===== src/rtl/lu_pkg.sv =====
`timescale 1ns/1ps
package lu_pkg;
   localparam int unsigned NUM_SRC = 2;

   typedef struct packed {
      logic pc_we;
      logic ifid_we;
      logic bubble;
   } lu_ctrl_t;

   localparam lu_ctrl_t CTRL_RUN   = '{pc_we: 1'b1, ifid_we: 1'b1, bubble: 1'b0};
   localparam lu_ctrl_t CTRL_STALL = '{pc_we: 1'b0, ifid_we: 1'b0, bubble: 1'b1};
endpackage


===== src/rtl/lu_src_cmp.sv =====
`timescale 1ns/1ps
module lu_src_cmp #(
   parameter int unsigned AW = 5
) (
   input  logic [AW-1:0] src,
   input  logic          used,
   input  logic [AW-1:0] dst,
   output logic          hit
);
   always_comb hit = used && (src == dst);
endmodule


===== src/rtl/lu_ld_qual.sv =====
`timescale 1ns/1ps
module lu_ld_qual #(
   parameter int unsigned AW        = 5,
   parameter bit          ZERO_HARD = 1'b1
) (
   input  logic          is_load,
   input  logic [AW-1:0] dst,
   output logic          live
);
   generate
      if (ZERO_HARD) begin : g_zero_masked
         always_comb live = is_load && (dst != '0);
      end else begin : g_zero_plain
         logic unused_dst;
         always_comb unused_dst = ^dst;
         always_comb live = is_load;
      end
   endgenerate
endmodule


===== src/rtl/lu_stall_gen.sv =====
`timescale 1ns/1ps
module lu_stall_gen
   import lu_pkg::*;
#(
   parameter int unsigned NSRC  = 2,
   parameter bit          GUARD = 1'b1
) (
   input  logic            clk,
   input  logic            rst_n,
   input  logic            live,
   input  logic [NSRC-1:0] hits,
   output lu_ctrl_t        ctrl
);
   logic raw;
   logic stall;

   always_comb raw = live && (|hits);

   generate
      if (GUARD) begin : g_guard
         logic stalled_q;
         always_ff @(posedge clk) begin
            if (!rst_n) stalled_q <= 1'b0;
            else        stalled_q <= stall;
         end
         always_comb stall = rst_n && raw && !stalled_q;
      end else begin : g_noguard
         always_comb stall = rst_n && raw;
      end
   endgenerate

   always_comb ctrl = stall ? CTRL_STALL : CTRL_RUN;
endmodule


===== src/rtl/lu_hazard_unit.sv =====
`timescale 1ns/1ps
module lu_hazard_unit
   import lu_pkg::*;
#(
   parameter int unsigned REG_ADDR_W         = 5,
   parameter bit          ZERO_REG_HARDWIRED = 1'b1,
   parameter bit          SINGLE_STALL_GUARD = 1'b1
) (
   input  logic                  clk,
   input  logic                  rst_n,
   input  logic                  ex_is_load,
   input  logic [REG_ADDR_W-1:0] ex_dst,
   input  logic [REG_ADDR_W-1:0] id_src_a,
   input  logic                  id_src_a_used,
   input  logic [REG_ADDR_W-1:0] id_src_b,
   input  logic                  id_src_b_used,
   output logic                  pc_we,
   output logic                  ifid_we,
   output logic                  idex_bubble
);
   localparam int unsigned NSRC = NUM_SRC;

   generate
      if (REG_ADDR_W < 1 || REG_ADDR_W > 8) begin : g_bad_width
         $error("lu_hazard_unit: REG_ADDR_W must lie in 1..8");
      end
   endgenerate

   logic [REG_ADDR_W-1:0] src_vec [NSRC];
   logic [NSRC-1:0]       use_vec;
   logic [NSRC-1:0]       hit_vec;
   logic                  load_live;
   lu_ctrl_t              ctrl;

   always_comb begin
      src_vec[0] = id_src_a;
      src_vec[1] = id_src_b;
      use_vec    = {id_src_b_used, id_src_a_used};
   end

   lu_ld_qual #(.AW(REG_ADDR_W), .ZERO_HARD(ZERO_REG_HARDWIRED)) u_qual (
      .is_load (ex_is_load),
      .dst     (ex_dst),
      .live    (load_live)
   );

   generate
      for (genvar i = 0; i < NSRC; i++) begin : g_cmp
         lu_src_cmp #(.AW(REG_ADDR_W)) u_cmp (
            .src  (src_vec[i]),
            .used (use_vec[i]),
            .dst  (ex_dst),
            .hit  (hit_vec[i])
         );
      end
   endgenerate

   lu_stall_gen #(.NSRC(NSRC), .GUARD(SINGLE_STALL_GUARD)) u_gen (
      .clk   (clk),
      .rst_n (rst_n),
      .live  (load_live),
      .hits  (hit_vec),
      .ctrl  (ctrl)
   );

   always_comb begin
      pc_we       = ctrl.pc_we;
      ifid_we     = ctrl.ifid_we;
      idex_bubble = ctrl.bubble;
   end
endmodule


===== config.mk =====
export PLATFORM = sky130hd
export DESIGN_NAME = lu_hazard_unit
export DESIGN_NICKNAME = d
export VERILOG_FILES = /design/src/rtl/lu_pkg.sv /design/src/rtl/lu_src_cmp.sv /design/src/rtl/lu_ld_qual.sv /design/src/rtl/lu_stall_gen.sv /design/src/rtl/lu_hazard_unit.sv
export SDC_FILE = /design/constraint.sdc
export NUM_CORES = 1
export LEC_CHECK = 0
export BUFFER_PORTS_ARGS = -buffer_cell sky130_fd_sc_hd__clkbuf_2
export CORE_AREA = 2 2 39 41
export CTS_CLUSTER_DIAMETER = 50
export DETAILED_ROUTE_END_ITERATION = 10
export DIE_AREA = 0 0 41 43
export GPL_ROUTABILITY_DRIVEN = 0
export PLACE_DENSITY = 0.38
export SETUP_SLACK_MARGIN = 0.2
export SYNTH_ARGS = -nofsm -noshare
export SYNTH_HDL_FRONTEND = slang
export SYNTH_SLANG_ARGS = --single-unit

===== constraint.sdc =====
create_clock -name clk -period 1.8 [get_ports clk]
set_input_delay 0.18 -clock clk [delete_from_list [all_inputs] [get_ports clk]]
set_output_delay 0.18 -clock clk [all_outputs]
set_load 0.01 [all_outputs]

==> results of run 1 <==
cells by family (layout without fill, tap and decap cells):
kind of cell    count (synthesis)  after routing
compound gates                  4              4
simple gates                    5              5
buf+inv                         2             23
flops                           1              1
xor+xnor                       10             10
final cells by class:
| class | instances | area (um2) |
|---|---|---|
| Multi-Input combinational cell | 19 | 150 |
| Inverter | 1 | 3.75 |
| Timing Repair Buffer | 22 | 110 |
| Tap cell | 16 | 20.0 |
| Fill cell | 158 | 1080 |
| Sequential cell | 1 | 20.0 |
worst min path at each step:
stage / from / to
finish: rst_n / u_gen.g_guard.stalled_q$_SDFF_PN0_
global route: rst_n / u_gen.g_guard.stalled_q$_SDFF_PN0_
CTS: rst_n / u_gen.g_guard.stalled_q$_SDFF_PN0_
detailed placement: rst_n / u_gen.g_guard.stalled_q$_SDFF_PN0_
global placement: rst_n / u_gen.g_guard.stalled_q$_SDFF_PN0_
floorplan: rst_n / u_gen.g_guard.stalled_q$_SDFF_PN0_
cell usage in the layout (no fill, tap or decap):
cell,instances
nor4_1,2
clkbuf_2,22
dfxtp_1,1
a21oi_1,2
xor2_1,8
o2111ai_2,1
nand3_1,2
a21o_1,1
inv_1,1
or4_1,1
xnor2_1,2
per-layer routing:
metal | up-vias | track usage (%) | part of all wire, %
li1 | 121 | - | -
met2 | 22 | 10.3 | 33
met1 | 86 | 8.92 | 43
met5 | - | 0 | 0
met3 | 0 | 0.524 | 24
met4 | 0 | 0 | 0
per-stage QoR:
step / hold slack (ns) / instance area (um2)
5_1_grt: 0.473 / 304
2_1_floorplan: 0.328 / 181
6_report: 0.442 / 304
4_1_cts: 0.446 / 304
3_3_place_gp: 0.450 / 304
3_5_place_dp: 0.446 / 304
worst max-delay path: cells and delay by family:
kind / cells / cell delay [ns]
AND/OR/NAND/NOR: 1 / 0.55
buffers and inverters: 2 / 0.24
AO/OA/AOI/OAI: 2 / 0.35
report_power, final:
| group | leakage (nW) | internal (mW) | switching, mW |
|---|---|---|---|
| clock network | 0 | 0 | 0 |
| logic | 0.138 | 0.0281 | 0.0226 |
| registers | 0.00806 | 0.0229 | 0.0000519 |
==> reports/metrics.csv, run 1 <==
metric;value;unit
largest_reg_flops;1;
timing.rr.start;u_gen.g_guard.stalled_q$_SDFF_PN0_;
crit_chain;clkbuf_2 > or4_1 > o2111ai_2 > a21o_1 > clkbuf_2;
area_delta_synth_final;67.6;%
powerDensity;242;mW/mm2
yosys.area_share.simple;16.6;%
firstDrtPassIters;1;
die_area;0.00176;mm2
die_h;43;um
yosys-top-cells-area;xor2_1, dfxtp_1, xnor2_1;
crit_slowest_cell;or4_1;
regToRegEndpoint;u_gen.g_guard.stalled_q$_SDFF_PN0_;
grt_pass1_vias;214;
crit_path_start_kind;primary input;
synth.avg_cell_area;8.25;um2
synth_edf_count;0;
yosysUniqueCellTypes;11;
routed_wl;548;um
yosysSeqAreaShare;11.0;%
final_cell_count_no_fill;59;
dp_slack;0.300;ns
synthArstFlopShare;0;%
synth_area_leader_cell;xor2_1;
reg.largest.list;u_gen.g_guard.stalled_q: 1 flops;
place_hpwl;520;um
synth_nets;42;
crit_type;primary input to primary output;
cp-end-kind;primary output;
syn_inst;22;
dp_cells;59;
synth_adder_area_share;0;%
wire_per_inst;9.29;um
yosysWarnings;0;
worstSkewPairLatency;0;ns
worstMarginPinSlew;0.314;ns
die_w;41;um
drtIter0Drc;0;
r2r_slack;1.12;ns
min_path_type;primary input to flip-flop;
period_share;83.3;%
synth-main-ff-cell;dfxtp_1;
cap_viol_max_count;0;
syn_area;181;um2
crit_start;ex_dst[1];
synth_compound_area_share;17.9;%
rsz0062_at_grt;no;
path_clk_slew;0;ns
hold_viol_final;0;
drive_gt1_share;53.5;%
synth_xor_area_share;48.3;%
p_leak;0.146;nW
critPathMaxFanout;3;
grt_pass1_wl;786;um
worst_slew_margin_rel;78.9;%
yosysMostFrequentCell;xor2_1;
n_antenna_cell;0;
utilization;22.0;%
synth-seq-cells;1;
grt_overflow;0;
outcome;finished clean;
ios;23;
postCtsHoldBufs;0;
hold_depth;3;
num_rows;14;
tns;0;ns
synthMuxAreaShare;0;%
core_area;0.00138;mm2
critPathRequiredTime;1.62;ns
report.final.setup_viol;0;
regMostFlops;u_gen.g_guard.stalled_q;
synth_top_area_share;38.6;%
crit_path_end;pc_we;
finClkSkew;0;ns
antenna_found_initial;0;
synth_top_family_by_area;XOR/XNOR gates;
peakVddDrop;0.117;mV
grt_usage;6.21;%
cp.arrival;1.32;ns
total_power;0.0736;mW
worst_r2r_path_depth;3;
synthTopCellsByCount;xor2_1, a21oi_1, nand3_1, nor4_1, xnor2_1;
finalMaxSlewViolations;0;
fin_crit;1.50;ns
post-cts-setup-buffers;0;
cp_slowest_stage_delay;0.55;ns
crit_top_cell;clkbuf_2;
fin_nets;65;
fmax;667;MHz
avgViaCountPerCell;3.88;
drc_errors;0;
port-buffer-count;22;
cts-resized-gates;0;
via_count;229;
grt_max_degree;4;
fin_ws;0.301;ns
antenna_left;0;
initial_core_util;13.1;%
No activity file was read; power rests on OpenSTA's default activity.
==> run 2, diff against run 1 <==
--- a/config.mk
+++ b/config.mk
@@ -5,13 +5,14 @@
 export SDC_FILE = /design/constraint.sdc
 export NUM_CORES = 1
 export LEC_CHECK = 0
+export ABC_AREA = 1
 export BUFFER_PORTS_ARGS = -buffer_cell sky130_fd_sc_hd__clkbuf_2
 export CORE_AREA = 2 2 39 41
 export CTS_CLUSTER_DIAMETER = 50
 export DETAILED_ROUTE_END_ITERATION = 10
 export DIE_AREA = 0 0 41 43
 export GPL_ROUTABILITY_DRIVEN = 0
-export PLACE_DENSITY = 0.38
+export PLACE_DENSITY = 0.47
 export SETUP_SLACK_MARGIN = 0.2
 export SYNTH_ARGS = -nofsm -noshare
 export SYNTH_HDL_FRONTEND = slang
==> constraint.sdc (replaced) <==
create_clock -name clk -period 1.52 [get_ports clk]
set_input_delay 0.152 -clock clk [delete_from_list [all_inputs] [get_ports clk]]
set_output_delay 0.152 -clock clk [all_outputs]
set_load 0.01 [all_outputs]
==> run 2 against run 1 <==
  * First-iteration DRC count grew 9
  * Global-route usage grew 1.8 points
  * Hold slack gained 0.016 ns
  * Register-to-register slack got worse by 0.26 ns
  * Clock skew did not move
  * Area after synthesis grew 65%
  * Sequential share of layout area is 1.8 points lower
  * Flip-flop and latch count unchanged
  * Power increased by 55%
  * Final cell count increased by 69%
  * Critical path depth up 3
  * Via count increased by 66%
  * Critical path type unchanged
  * Largest power group unchanged
  * Highest routed layer unchanged
==> reports/metrics.csv, run 2 <==
metric;value;unit
yosys-top-cells-area;nand2_1, inv_1, dfxtp_1;
crit_type;primary input to primary output;
synth_nets;83;
multi_input_area;211;um2
ios;23;
p_leak;0.289;nW
design_area;422;um2
min_path_type;primary input to flip-flop;
peakVddDrop;0.0950;mV
syn_inst;63;
num_rows;14;
largest_reg_flops;1;
synthTopCellsByCount;nand2_1, inv_1, inv_2, nor2_1;
synth-main-ff-cell;dfxtp_1;
grt_use_met2;15.0;%
fillerInstances;179;
swShare;41.9;%
avgViaCountPerCell;3.80;
synth_top_area_share;33.9;%
outcome;finished clean;
worstMarginPinSlew;0.128;ns
final_cell_count_no_fill;100;
grt_usage;8.01;%
cap_viol_max_count;0;
pwr-share-seq;23.8;%
finalMaxSlewViolations;0;
wire_per_inst;6.33;um
firstDrtPassIters;2;
yosysMostFrequentCell;nand2_1;
grt_overflow;0;
critPathRequiredTime;1.37;ns
worst_r2r_path_depth;3;
fin_nets;106;
layout_common_cells;nand2_1, clkbuf_2, inv_1, inv_2, nor2_1;
via_count;380;
gr-usage-met3;0;%
synth_edf_count;0;
fmax;942;MHz
die_w;41;um
place_hpwl;604;um
detailed_place.area;422;um2
combinationalPowerShare;76.2;%
antenna_found_initial;0;
min_to;u_gen.g_guard.stalled_q$_SDFF_PN0_;
synthArstFlopShare;0;%
yosysWarnings;0;
crit_path_start_kind;primary input;
synth.avg_cell_area;4.75;um2
timing.rr.start;u_gen.g_guard.stalled_q$_SDFF_PN0_;
grt_pass1_wl;1080;um
die_area;0.00176;mm2
cts-resized-gates;0;
reg.largest.list;u_gen.g_guard.stalled_q: 1 flops;
post-cts-setup-buffers;0;
worst_slew_margin_rel;91.5;%
grt_max_degree;5;
rsz0062_at_grt;no;
path_clk_slew;0;ns
cp.arrival;0.91;ns
powerDensity;271;mW/mm2
synth_area_leader_cell;nand2_1;
clock_power_share;0;%
area_delta_synth_final;41.0;%
hp-start;ex_is_load;
grt_pass1_vias;313;
r2r_slack;0.86;ns
hold_depth;3;
regArea;20.0;um2
p_int;0.0664;mW
hold_viol_final;0;
use_met1;10.2;%
critPathMaxFanout;3;
top_usage_layer;met2;
yosysUniqueCellTypes;12;
period_share;69.9;%
regMostFlops;u_gen.g_guard.stalled_q;
synth-seq-cells;1;
worstSkewPairLatency;0;ns
dp_cells;100;
power_switching;0.0479;mW
finClkSkew;0;ns
die_h;43;um
report.final.setup_viol;0;
regToRegEndpoint;u_gen.g_guard.stalled_q$_SDFF_PN0_;
fin_crit;1.06;ns
final_common_cell;nand2_1;
routed_wl;633;um
port-buffer-count;22;
core_area;0.00138;mm2
antenna_left;0;
drc_errors;0;
drtIter0Drc;9;
cp-end-kind;primary output;
postCtsHoldBufs;0;
drive_gt1_share;42.9;%
dp_slack;0.441;ns
tns;0;ns
yosysSeqAreaShare;6.69;%
n_antenna_cell;0;
fin_ws;0.458;ns
syn_area;299;um2
initial_core_util;21.6;%
## run 2: changes by cell type after synthesis, sizes merged
cell	delta
nor4	-2
nand4	+2
o2111ai	-1
xnor2	-2
a21o	-1
or4	-1
nor2	+9
xor2	-8
nand2	+30
inv	+15
## run 2: power by group through the flow
stage	logic [mW]	registers, mW	clock network, mW
floorplan	0.0504	0.0272	0
global placement	0.0874	0.0272	0
detailed placement	0.0881	0.0272	0
CTS	0.0884	0.0272	0
global route	0.101	0.0273	0
finish	0.0870	0.0272	0
## run 2: how the worst max path moves through the flow
stage / startpoint / end / slack, ns / cells after the start
final: ex_dst[4] / idex_bubble / 0.46 / 8
after global routing: ex_dst[3] / idex_bubble / 0.36 / 8
after CTS: ex_dst[4] / idex_bubble / 0.44 / 8
after detailed placement: ex_dst[4] / idex_bubble / 0.44 / 8
after global placement: ex_dst[1] / idex_bubble / 0.46 / 7
after floorplan: id_src_b[0] / pc_we / 0.59 / 8
## run 2: cell type report
| type | instances | area share (%) |
|---|---|---|
| Inverter | 16 | 14.2 |
| Sequential cell | 1 | 4.75 |
| Multi-Input combinational cell | 45 | 50.1 |
| Tap cell | 16 | 4.75 |
| Timing Repair Buffer | 22 | 26.1 |
## run 2: logic make-up after synthesis
kind of cell	count (synthesis)	share of synthesized area, %
compound gates	2	3.35
buf+inv	17	22.6
flops	1	6.69
simple gates	43	67.4
## run 2: per-layer routing
layer / vias up / wire length, um
met3: 0 / 38
met5: - / 0
met1: 144 / 293
met2: 10 / 300
li1: 226 / -
met4: 0 / 0
## run 2: worst max-delay path, stage by stage
cell	delay [ns]
clkbuf_2	0.11
inv_2	0.05
nand2_1	0.05
nand2_1	0.06
nor2_2	0.11
nand3_2	0.08
a21oi_1	0.15
clkbuf_2	0.15
## run 2: stage by stage
step | utilization [%] | hold slack [ns] | power (mW)
floorplan | - | 0.345 | 0.0776
global placement | 30.5 | 0.461 | 0.115
detailed placement | 30.5 | 0.461 | 0.115
CTS | 30.5 | 0.461 | 0.116
global route | 30.5 | 0.503 | 0.128
finish | 30.5 | 0.458 | 0.114
